## src/rtl/rstgate_pkg.sv

```systemverilog
package rstgate_pkg;
   typedef enum logic [1:0] {
      OP_WRITE = 2'd0,
      OP_SET   = 2'd1,
      OP_CLEAR = 2'd2,
      OP_NONE  = 2'd3
   } wr_op_e;

   typedef struct packed {
      logic rst_set;
      logic rst_clr;
      logic gate_set;
      logic gate_clr;
   } bit_ops_t;
endpackage

```

## src/rtl/rstgate_op_decode.sv

```systemverilog
module rstgate_op_decode
   import rstgate_pkg::*;
#(
   parameter int DATA_W   = 8,
   parameter int RST_POS  = 5,
   parameter int GATE_POS = 4
) (
   input  logic              wr_en,
   input  logic [1:0]        wr_op,
   input  logic [DATA_W-1:0] wr_data,
   output bit_ops_t          ops
);
   logic d_rst;
   logic d_gate;

   assign d_rst  = wr_data[RST_POS];
   assign d_gate = wr_data[GATE_POS];

   always_comb begin
      ops = '0;
      if (wr_en) begin
         unique case (wr_op_e'(wr_op))
            OP_WRITE: begin
               ops.rst_set  = d_rst;
               ops.rst_clr  = ~d_rst;
               ops.gate_set = d_gate;
               ops.gate_clr = ~d_gate;
            end
            OP_SET: begin
               ops.rst_set  = d_rst;
               ops.gate_set = d_gate;
            end
            OP_CLEAR: begin
               ops.rst_clr  = d_rst;
               ops.gate_clr = d_gate;
            end
            default: ops = '0;
         endcase
      end
   end
endmodule

```

## src/rtl/rstgate_seq.sv

```systemverilog
module rstgate_seq
   import rstgate_pkg::*;
#(
   parameter int HOLD = 16
) (
   input  logic     clk,
   input  logic     rst_n,
   input  bit_ops_t ops,
   output logic     rst_q,
   output logic     gate_q
);
   localparam int CNT_W = $clog2(HOLD + 1);
   localparam logic [CNT_W-1:0] LAST = CNT_W'(HOLD - 1);

   logic [CNT_W-1:0] cnt;
   logic             hold_done;

   assign hold_done = rst_q & ~gate_q & (cnt == LAST);

   always_ff @(posedge clk or negedge rst_n) begin
      if (!rst_n) begin
         rst_q  <= 1'b0;
         gate_q <= 1'b0;
         cnt    <= '0;
      end else begin
         if (ops.rst_set)       rst_q <= 1'b1;
         else if (ops.rst_clr)  rst_q <= 1'b0;

         if (ops.gate_set || hold_done)    gate_q <= 1'b1;
         else if (ops.gate_clr && !rst_q)  gate_q <= 1'b0;

         if (!rst_q)       cnt <= '0;
         else if (!gate_q) cnt <= cnt + CNT_W'(1);
      end
   end

   // a set request is visible on the following edge
   a_r1_set_applies: assert property (@(posedge clk) disable iff (!rst_n)
      ops.rst_set |=> rst_q);

   // an automatic gate rise only after the full hold count
   a_r4_no_early_gate: assert property (@(posedge clk) disable iff (!rst_n)
      ($rose(gate_q) && !$past(ops.gate_set)) |-> ($past(cnt) == LAST && $past(rst_q)));

   // the counter restarts from zero whenever reset is released
   a_r5_count_idle: assert property (@(posedge clk) disable iff (!rst_n)
      !rst_q |=> (cnt == '0));

   // the gate cannot drop while reset is held
   a_r6_gate_held_in_reset: assert property (@(posedge clk) disable iff (!rst_n)
      (rst_q && gate_q) |=> gate_q);
endmodule

```

## src/rtl/rstgate_ctrl.sv

```systemverilog
module rstgate_ctrl
   import rstgate_pkg::*;
#(
   parameter int DATA_W        = 8,
   parameter int RST_POS       = 5,
   parameter int GATE_POS      = 4,
   parameter int HOLD          = 16,
   parameter bit RST_ACT_LOW   = 1'b0
) (
   input  logic              clk,
   input  logic              rst_n,
   input  logic              wr_en,
   input  logic [1:0]        wr_op,
   input  logic [DATA_W-1:0] wr_data,
   output logic [DATA_W-1:0] rd_data,
   output logic              periph_rst_o,
   output logic              clk_en_o
);
   initial begin
      a_hold_min: assert (HOLD >= 16);
      a_pos_range: assert (RST_POS < DATA_W && GATE_POS < DATA_W);
      a_pos_distinct: assert (RST_POS != GATE_POS);
   end

   bit_ops_t ops;
   logic     rst_q;
   logic     gate_q;

   rstgate_op_decode #(
      .DATA_W(DATA_W), .RST_POS(RST_POS), .GATE_POS(GATE_POS)
   ) i_dec (
      .wr_en(wr_en), .wr_op(wr_op), .wr_data(wr_data), .ops(ops)
   );

   rstgate_seq #(.HOLD(HOLD)) i_seq (
      .clk(clk), .rst_n(rst_n), .ops(ops), .rst_q(rst_q), .gate_q(gate_q)
   );

   always_comb begin
      rd_data           = '0;
      rd_data[RST_POS]  = rst_q;
      rd_data[GATE_POS] = gate_q;
   end

   generate
      if (RST_ACT_LOW) begin : g_rst_low
         assign periph_rst_o = ~rst_q;
      end else begin : g_rst_high
         assign periph_rst_o = rst_q;
      end
   endgenerate

   assign clk_en_o = ~gate_q;

   // a set write of the reset bit is visible in readback next cycle
   a_r3_readback_set: assert property (@(posedge clk) disable iff (!rst_n)
      (wr_en && wr_op == 2'd1 && wr_data[RST_POS]) |=> rd_data[RST_POS]);

   // a gate clear with reset low reopens the clock next cycle
   a_r9_ungate: assert property (@(posedge clk) disable iff (!rst_n)
      (wr_en && wr_op == 2'd2 && wr_data[GATE_POS] && !rd_data[RST_POS]
       && !wr_data[RST_POS]) |=> clk_en_o);
endmodule

```

## config.mk

```make
export PLATFORM = sky130hd
export DESIGN_NAME = rstgate_ctrl
export DESIGN_NICKNAME = d
export VERILOG_FILES = /design/src/rtl/rstgate_pkg.sv /design/src/rtl/rstgate_op_decode.sv /design/src/rtl/rstgate_seq.sv /design/src/rtl/rstgate_ctrl.sv
export SDC_FILE = /design/constraint.sdc
export NUM_CORES = 1
export LEC_CHECK = 0
export BUFFER_PORTS_ARGS = -buffer_cell sky130_fd_sc_hd__buf_2
export CAP_MARGIN = 10
export CORE_AREA = 10 10 47 49
export CTS_CLUSTER_DIAMETER = 120
export DETAILED_ROUTE_END_ITERATION = 8
export DIE_AREA = 0 0 57 59
export PLACE_DENSITY = 0.67
export SYNTH_ARGS = -nofsm -noshare
export SYNTH_HDL_FRONTEND = slang
export SYNTH_SLANG_ARGS = --single-unit
```

## constraint.sdc

```tcl
create_clock -name clk -period 2.5 [get_ports clk]
set_clock_uncertainty 0.2 [all_clocks]
set_input_delay 0 -clock clk [delete_from_list [all_inputs] [get_ports clk]]
set_output_delay 0 -clock clk [all_outputs]
set_load 0.05 [all_outputs]
```

==> metrics, run 1 <==
post-route DRC violation count=0; Tcrit/Tclk final=83.8%; DR WL/cell=10.1 um; Yosys top cell area share=38.8%; Post-CTS Setup Inserts=0; WP data required=2440 ps; port buffer count=10; cts bufs inserted=3; worst-path cell with the longest stage delay=dlygate4sd3_1; total power=365 uW; global-route wire length before repair=approximately 1400 um; clock power share=28.8%; GR Util All Layers=5.39%; Initial DRT Pass Iterations=2; largest net degree at the start of global routing=11; max-cap violations=0; Top Layer Used=met3; Fillers=154; Logic pwr share=32.2%; antenna viol nets, final=0; Yosys cell types=17; Die Y=59 um; Final setup viols=0; CP startpoint kind=flip-flop; Hold Vio Cnt, Final=0; initial antenna violation count=0; leakage=approximately 0.31 nW; Sw Ratio=slightly below 40%; Max IR drop VDD=0.265 mV; vias in the first global route=342; status=finished, final reports clean; most frequent cells in the layout=buf_2 (10), dlygate4sd3_1 (8), dfrtp_1 (7), conb_1 (6); Max Freq=477 MHz; NetSw=between 100 and 150 uW; R2R Path End=i_seq.gate_q$_DFFE_PN0P_; met1 wire length=366 um; Sequential Power Share=39.0%; R2R cell count=6; Max FO, Critical Path=3; Seq/Total Area, Yosys=between 30% and 40%; CP top delay family=buffers and inverters; Netlist Area Pre-Place=452 um^2; RSZ-0062 raised after global routing=false; Iter 0 DRT Violations=2; most common library cell in the layout ignoring fill and taps=buf_2; routed wl met3=68 um; CP endpoint=i_seq.gate_q$_DFFE_PN0P_; GR Overflow Total=0; # diodes=0; Die Width=57 um; clock latency on the worst-skew pair=260 ps; Met2 Wirelength=373 um; clock slew at reported path FFs=60 ps; # IOs=23; CP arrival=2040 ps; crit-path cells=ha_1, and3_1, ha_1, o21ai_0, nand3_1, dlygate4sd3_1; Pins Over Slew Limit=0; Final GP Congestion=0.736; flop2flop setup slack=400 ps; Initial Util=32.2%; CTS tree=done; final HPWL from detailed placement=639 um; CP Capture Type=flip-flop; CP Depth=6; DR vias/cell=4.08; hold_buf cts=8; min-delay worst type=reg -> reg; RR Startpoint=i_seq.cnt[0]$_DFFE_PN0P_; Pint=222 uW; YS warnings=0; TNS Setup=0 ps; crit path time final=2100 ps; proportion of layout cells with a drive suffix above 1=23.4%; clock tree buffer depth=2; largest area contributor in the netlist=dfrtp_1; vias post-DR=326; Synth area leaders=dfrtp_1 (39%), buf_4 (13%), xnor2_1 (5.8%), and2_1 (5.5%), ha_1 (5.5%); Core ar.=1400 um^2; Mapped Cells=46; kind of critical path=reg -> reg; most frequent CP cell=ha_1; final wirelength=808 um; Sink Count=7; Die Footprint=3360 um^2; clk root buf=clkbuf_4; Mean Syn Cell Area=9.82 um^2; PwrDens=632 nW/um^2; htree depth=1; Setup crit start=i_seq.cnt[0]$_DFFE_PN0P_; Buf/Inv on CP=1; P&R area growth vs syn=27.7%; Yosys reg bits=7; Crit path largest cell delay=560 ps; # rows=14; Post-CTS Resized=0; NumNets Final=80
synth_stat cells:
cell type / instances
buf_4: 8
dfrtp_1: 7
and2_1: 4
nand2_1: 4
nor2b_1: 4
o21ai_0: 3
xnor2_1: 3
ha_1: 2
inv_1: 2
nand2b_1: 2
and3_1: 1
buf_6: 1
conb_1: 1
mux2i_1: 1
nand3_1: 1
nand4b_4: 1
o21ai_1: 1
kinds of logic after synthesis:
group,synth area share [%]
simple gates,24.9
buf+inv,17.5
flops,38.8
compound gates,4.43
xor+xnor,5.82
fa+ha+maj,5.54
other cells,0.830
mux,2.22
tightest hold or removal path: stages (launching register included):
cell     delay, ps
dfrtp_1        340
nand2_1         50
o21ai_1         50
and2_1         120
power groups by stage:
stage / registers, mW / clock network, mW / logic [mW]
finish: 0.142 / 0.105 / 0.118
global route: 0.146 / 0.119 / 0.126
CTS: 0.143 / 0.111 / 0.118
detailed placement: 0.145 / 0 / 0.104
global placement: 0.145 / 0 / 0.103
floorplan: 0.144 / 0 / 0.101
registers in the layout (all words and copies together) (netlist names):
name / flops
i_seq.cnt: 5
i_seq.gate_q: 1
i_seq.rst_q: 1
layout make-up:
cell class	count	area [um^2]	share of cell area, %
Multi-Input combinational cell	33	216	37.5
Sequential cell	7	175	30.4
Timing Repair Buffer	18	130	22.6
Clock buffer	3	22.5	3.90
Tap cell	16	20.0	3.47
Inverter	2	7.51	1.30
Clock inverter	1	5.00	0.868
metrics by stage:
| step | area (um^2) | setup slack [ps] | util [%] | hold slack (ps) | instances |
|---|---|---|---|---|---|
| floorplan | 470 | 980 | - | -496 | 51 |
| global placement | 469 | 926 | 33.5 | -359 | 68 |
| detailed placement | 469 | 922 | 33.5 | -358 | 68 |
| CTS | 577 | 401 | 41.2 | 394 | 80 |
| global route | 577 | 317 | 41.2 | 450 | 80 |
| finish | 577 | 404 | 41.2 | 392 | 80 |
worst min-delay path by stage:
stage	startpoint	to	slack, ps	cells after the start
2_1_floorplan	rst_n	i_seq.cnt[0]$_DFFE_PN0P_	-500	0
5_1_grt	i_seq.cnt[3]$_DFFE_PN0P_	i_seq.cnt[3]$_DFFE_PN0P_	450	2
3_5_place_dp	rst_n	i_seq.cnt[0]$_DFFE_PN0P_	-360	1
4_1_cts	i_seq.cnt[4]$_DFFE_PN0P_	i_seq.cnt[4]$_DFFE_PN0P_	390	3
6_report	i_seq.cnt[4]$_DFFE_PN0P_	i_seq.cnt[4]$_DFFE_PN0P_	390	3
3_3_place_gp	rst_n	i_seq.cnt[0]$_DFFE_PN0P_	-360	1
layer usage:
metal / vias to the layer above / track usage (%)
met3: 0 / 4.29
met5: - / 0
met4: 0 / 1.01
met2: 13 / 8.53
li1: 168 / -
met1: 145 / 5.55
Power figures use the tool's default switching activity.
==> inputs of run 2 (changes only) <==
--- a/config.mk
+++ b/config.mk
@@ -11,7 +11,7 @@
 export CTS_CLUSTER_DIAMETER = 120
 export DETAILED_ROUTE_END_ITERATION = 8
 export DIE_AREA = 0 0 57 59
-export PLACE_DENSITY = 0.67
+export PLACE_DENSITY = 0.69
 export SYNTH_ARGS = -nofsm -noshare
 export SYNTH_HDL_FRONTEND = slang
 export SYNTH_SLANG_ARGS = --single-unit
==> constraint.sdc (replaced) <==
create_clock -name clk -period 1.9 [get_ports clk]
set_clock_uncertainty 0.2 [all_clocks]
set_input_delay 0 -clock clk [delete_from_list [all_inputs] [get_ports clk]]
set_output_delay 0 -clock clk [all_outputs]
set_load 0.05 [all_outputs]
==> run 2 against run 1 <==
Net effect:
- sequential power is 33% higher
- final area grew 5.0%
- via count increased by 4.0%
- sequential share of layout area is 1.4 points lower
- die area unchanged
- cell count increased by 3.8%
- count of clock-buffer cells in the layout is 1 higher
- combinational power is 32% higher
- largest cell class unchanged
==> metrics, run 2 (synthesized netlist as in run 1, its figures left out) <==
vias in the first global route=364; Initial DRT Pass Iterations=3; Iter 0 DRT Violations=3; Die Footprint=3360 um^2; DR vias/cell=between 4 and 5; registers with the most flip-flops=i_seq.cnt: 5 flops, i_seq.gate_q: 1 flops, i_seq.rst_q: 1 flops; Die Y=59 um; kind of critical path=in -> reg; gr busiest metal=met2; status=finished, final reports clean; Tcrit/Tclk final=87.1%; global-route wire length before repair=around 1600 um; CP arrival=1580 ps; Max IR drop VDD=0.288 mV; Post-CTS Resized=0; port buffer count=10; DR WL/cell=~11 um; clk root buf=clkbuf_4; # rows=14; antenna viol nets, final=0; htree depth=1; NumNets Final=83; Die Width=57 um; Hold Vio Cnt, Final=0; max reg flops=5; register with the most flip-flops=i_seq.cnt; Final GP Congestion=0.730; most common library cell in the layout ignoring fill and taps=dlygate4sd3_1; GR Util All Layers=6.12%; Core ar.=1400 um^2; Post-CTS Setup Inserts=0; Initial Util=32.2%; Max Freq=605 MHz; final HPWL from detailed placement=691 um; largest net degree at the start of global routing=11; max-cap violations=0; pre-CTS setup slack=around 280 ps; Final setup viols=0; vias post-DR=339; cts bufs inserted=3; GR Overflow Total=0; clock slew at reported path FFs=50 ps; met1 usage=5.66%; Placed Area=469 um^2; # IOs=23; met2 Usage GRT=between 10% and 20%; final wirelength=930 um; CTS tree=done; post-route DRC violation count=0; crit path time final=about 1700 ps; routing usage on met3=roughly 2.8%; # diodes=0; P&R area growth vs syn=34.1%; leakage=~0.32 nW; initial antenna violation count=0; Sink Count=7; CP Capture Type=flip-flop; most frequent cells in the layout=dlygate4sd3_1 (11), buf_2 (10), dfrtp_1 (7), conb_1 (6); clock tree buffer depth=2; CP startpoint kind=input pin; WP data required=1830 ps; RSZ-0062 raised after global routing=false; PwrDens=789 nW/um^2; proportion of layout cells with a drive suffix above 1=20.9%; total power=478 uW; Pins Over Slew Limit=0; fin worst setup slack=approximately 250 ps; Max FO, Critical Path=2; TNS Setup=0 ps; Design Area, Final=606 um^2; clock latency on the worst-skew pair=250 ps; min-delay worst type=in -> reg
==> run 2: final cells by class <==
| class | count | area (um^2) |
|---|---|---|
| Tap cell | 16 | 20.0 |
| Timing Repair Buffer | 21 | 160 |
| Clock buffer | 4 | 26.3 |
| Fill cell | 150 | 796 |
| Multi-Input combinational cell | 33 | 216 |
| Inverter | 2 | 7.51 |
| Sequential cell | 7 | 175 |
==> run 2: routing by layer <==
metal | part of all wire, % | routed length, um | vias to the layer above
met4 | 0.54 | 5 | 0
met5 | 0 | 0 | -
met2 | 52 | 487 | 10
met1 | 39 | 359 | 153
li1 | - | - | 174
met3 | 8.4 | 78 | 2
==> run 2: timing repair <==
item / 4_1_cts / 5_1_grt
hold endpoints to repair: 9 / 1
endpoints found under the setup margin: 0 / 1
hold buffers: 10 / 2
==> run 2: report_power, final <==
part / internal (mW) / switching [mW]
combinational: 0.0537 / 0.102
sequential: 0.162 / 0.0266
clock: 0.0800 / 0.0534
total: 0.296 / 0.182
==> run 2: critical path, cell delays in order <==
cell	delay (ps)
dlygate4sd3_1	530
buf_2	110
nand2b_1	140
dlygate4sd3_1	550
o21ai_0	160
nand3_1	90
==> run 2: through the flow <==
step / hold slack, ps / std cells / utilization (%)
6_report: 367 / 83 / 43.2
4_1_cts: 376 / 82 / 42.5
5_1_grt: 410 / 83 / 43.2
3_5_place_dp: -359 / 68 / 33.5
3_3_place_gp: -359 / 68 / 33.5
2_1_floorplan: -496 / 51 / -
==> run 2: worst paths after layout <==
| kind | start | endpoint | slack, ps | depth (start not counted) |
|---|---|---|---|---|
| max in group asynchronous | rst_n | i_seq.cnt[2]$_DFFE_PN0P_ | 760 | 3 |
| min in group asynchronous | rst_n | i_seq.cnt[0]$_DFFE_PN0P_ | 500 | 3 |
| worst min register to register | i_seq.cnt[3]$_DFFE_PN0P_ | i_seq.cnt[3]$_DFFE_PN0P_ | 410 | 2 |
| worst max-delay path | wr_op[0] | i_seq.gate_q$_DFFE_PN0P_ | 250 | 6 |
| worst min-delay path | wr_op[1] | i_seq.rst_q$_DFFE_PN0P_ | 370 | 5 |
| worst max register to register | i_seq.cnt[0]$_DFFE_PN0P_ | i_seq.cnt[4]$_DFFE_PN0P_ | 280 | 5 |
==> inputs of run 3 (changes only) <==
--- a/config.mk
+++ b/config.mk
@@ -11,7 +11,7 @@
 export CTS_CLUSTER_DIAMETER = 120
 export DETAILED_ROUTE_END_ITERATION = 8
 export DIE_AREA = 0 0 57 59
-export PLACE_DENSITY = 0.69
+export PLACE_DENSITY_LB_ADDON = 0.12
 export SYNTH_ARGS = -nofsm -noshare
 export SYNTH_HDL_FRONTEND = slang
 export SYNTH_SLANG_ARGS = --single-unit
==> run 3 against run 2 <==
Net effect:
- via count down 1.8%
- die area stayed put
- critical endpoint unchanged
- highest routed layer unchanged
- largest cell class unchanged
- utilization is 1.4 points lower
- sequential share of layout area increased by 0.99 points
- non-clock buffer count fell by 2
- cell count fell by 2.4%
- setup slack improved by 1.6 ps
- combinational power down 3%
==> metrics, run 3 (synthesized netlist as in run 1, its figures left out) <==
fin worst setup slack=about 250 ps; Sink Count=7; # rows=14; vias post-DR=333; DR vias/cell=4.11; RSZ-0062 raised after global routing=false; hold path endpoint=i_seq.rst_q$_DFFE_PN0P_; clock slew at reported path FFs=roughly 50 ps; Max Freq=605 MHz; max reg flops=5; Post-CTS Setup Inserts=0; vias in the first global route=368; port buffer count=10; CP startpoint kind=input pin; GR Overflow Total=0; WP data required=1830 ps; initial antenna violation count=0; Logic pwr share=32.0%; Core ar.=about 1400 um^2; RR Startpoint=i_seq.cnt[0]$_DFFE_PN0P_; final wirelength=between 800 and 900 um; NetSw=182 uW; Die Y=59 um; max-cap violations=0; Setup crit start=wr_op[0]; DR WL/cell=10.4 um; Design Area, Final=between 500 and 600 um^2; clock latency on the worst-skew pair=250 ps; P&R area growth vs syn=29.6%; Max FO, Critical Path=2; largest net degree at the start of global routing=11; Die Width=57 um; Hold Vio Cnt, Final=0; Final setup viols=0; CTS tree=done; flop2flop setup slack=300 ps; Placed Area=469 um^2; htree depth=1; Max IR drop VDD=0.307 mV; crit-path cells=dlygate4sd3_1, buf_2, nand2b_1, dlygate4sd3_1, o21ai_0, nand3_1; CP Capture Type=flip-flop; Sequential Power Share=between 30% and 40%; registers with the most flip-flops=i_seq.cnt: 5 flops, i_seq.gate_q: 1 flops, i_seq.rst_q: 1 flops; clock power share=28.4%; PwrDens=812 nW/um^2; met2 Usage GRT=9.77%; GR Util All Layers=5.99%; total power=476 uW; final HPWL from detailed placement=roughly 630 um; cts bufs inserted=3; Buf/Inv on CP=3; Pint=294 uW; CP arrival=1580 ps; CP top delay family=buffers and inverters; proportion of layout cells with a drive suffix above 1=between 20% and 30%; status=finished, final reports clean; register with the most flip-flops=i_seq.cnt; WHS Path Cells=5; NumNets Final=81; Die Footprint=around 3400 um^2; Iter 0 DRT Violations=0; min-delay worst type=in -> reg; most frequent cells in the layout=buf_2 (10), dlygate4sd3_1 (9), dfrtp_1 (7), conb_1 (6); Sw Ratio=38.2%; post-route DRC violation count=0; R2R cell count=5; Pins Over Slew Limit=0; Final GP Congestion=0.658; met1 usage=around 6%; # diodes=0; most frequent CP cell=dlygate4sd3_1; Crit path largest cell delay=550 ps; TNS Setup=0 ps; kind of critical path=in -> reg; R2R Path End=i_seq.cnt[4]$_DFFE_PN0P_; CP Depth=6; Initial DRT Pass Iterations=1; antenna viol nets, final=0; pre-CTS setup slack=~320 ps; Initial Util=32.2%; crit path time final=1650 ps; routing usage on met3=2.36%; worst-path cell with the longest stage delay=dlygate4sd3_1; Tcrit/Tclk final=87.0%; clock tree buffer depth=2; global-route wire length before repair=between 1500 and 2000 um; clk root buf=clkbuf_4; leakage=~0.31 nW; Hold Path Origin=wr_op[1]; # IOs=23; gr busiest metal=met2; most common library cell in the layout ignoring fill and taps=buf_2
==> run 3: power by group through the flow <==
stage,combinational (mW),clock [mW],sequential (mW)
3_3_place_gp,0.137,0,0.192
6_report,0.152,0.135,0.188
3_5_place_dp,0.137,0,0.192
4_1_cts,0.155,0.144,0.189
2_1_floorplan,0.133,0,0.190
5_1_grt,0.165,0.155,0.193
==> run 3: tightest hold or removal path, cell delays in order <==
cell	delay (ps)
buf_2	90
nor2b_1	50
nand2_1	60
nand2_1	40
dlygate4sd3_1	530
==> run 3: worst max-delay path by stage <==
| stage | end | slack (ps) |
|---|---|---|
| floorplan | i_seq.cnt[4]$_DFFE_PN0P_ | 380 |
| global placement | i_seq.cnt[4]$_DFFE_PN0P_ | 320 |
| detailed placement | i_seq.cnt[4]$_DFFE_PN0P_ | 320 |
| CTS | i_seq.rst_q$_DFFE_PN0P_ | 20 |
| global route | i_seq.gate_q$_DFFE_PN0P_ | 140 |
| finish | i_seq.gate_q$_DFFE_PN0P_ | 250 |
==> run 3: metal layers <==
layer  routed length (um)  share of wire, %  vias to the layer above
met4                   33               3.9                        0
met1                  368                44                      146
li1                     -                 -                      173
met2                  408                48                       10
met3                   33               3.9                        4
met5                    0                 0                        -
==> run 3: through the flow <==
step	std cells	utilization, %	hold WS (ps)
2_1_floorplan	51	-	-496
3_3_place_gp	68	33.5	-355
3_5_place_dp	68	33.5	-355
4_1_cts	82	42.5	375
5_1_grt	81	41.8	405
6_report	81	41.8	380
==> run 3: what timing repair did <==
item,in CTS,in global routing
hold endpoints to repair,9,0
hold buffers,10,0
setup endpoints to repair,0,1
resized for setup,0,0
==> run 3: cell type report <==
cell class	instances	area (um^2)
multi-input combinational	33	216
clock buffer	4	26.3
sequential	7	175
inverter	2	7.51
tap	16	20.0
timing repair buffer	19	140
fill	149	816
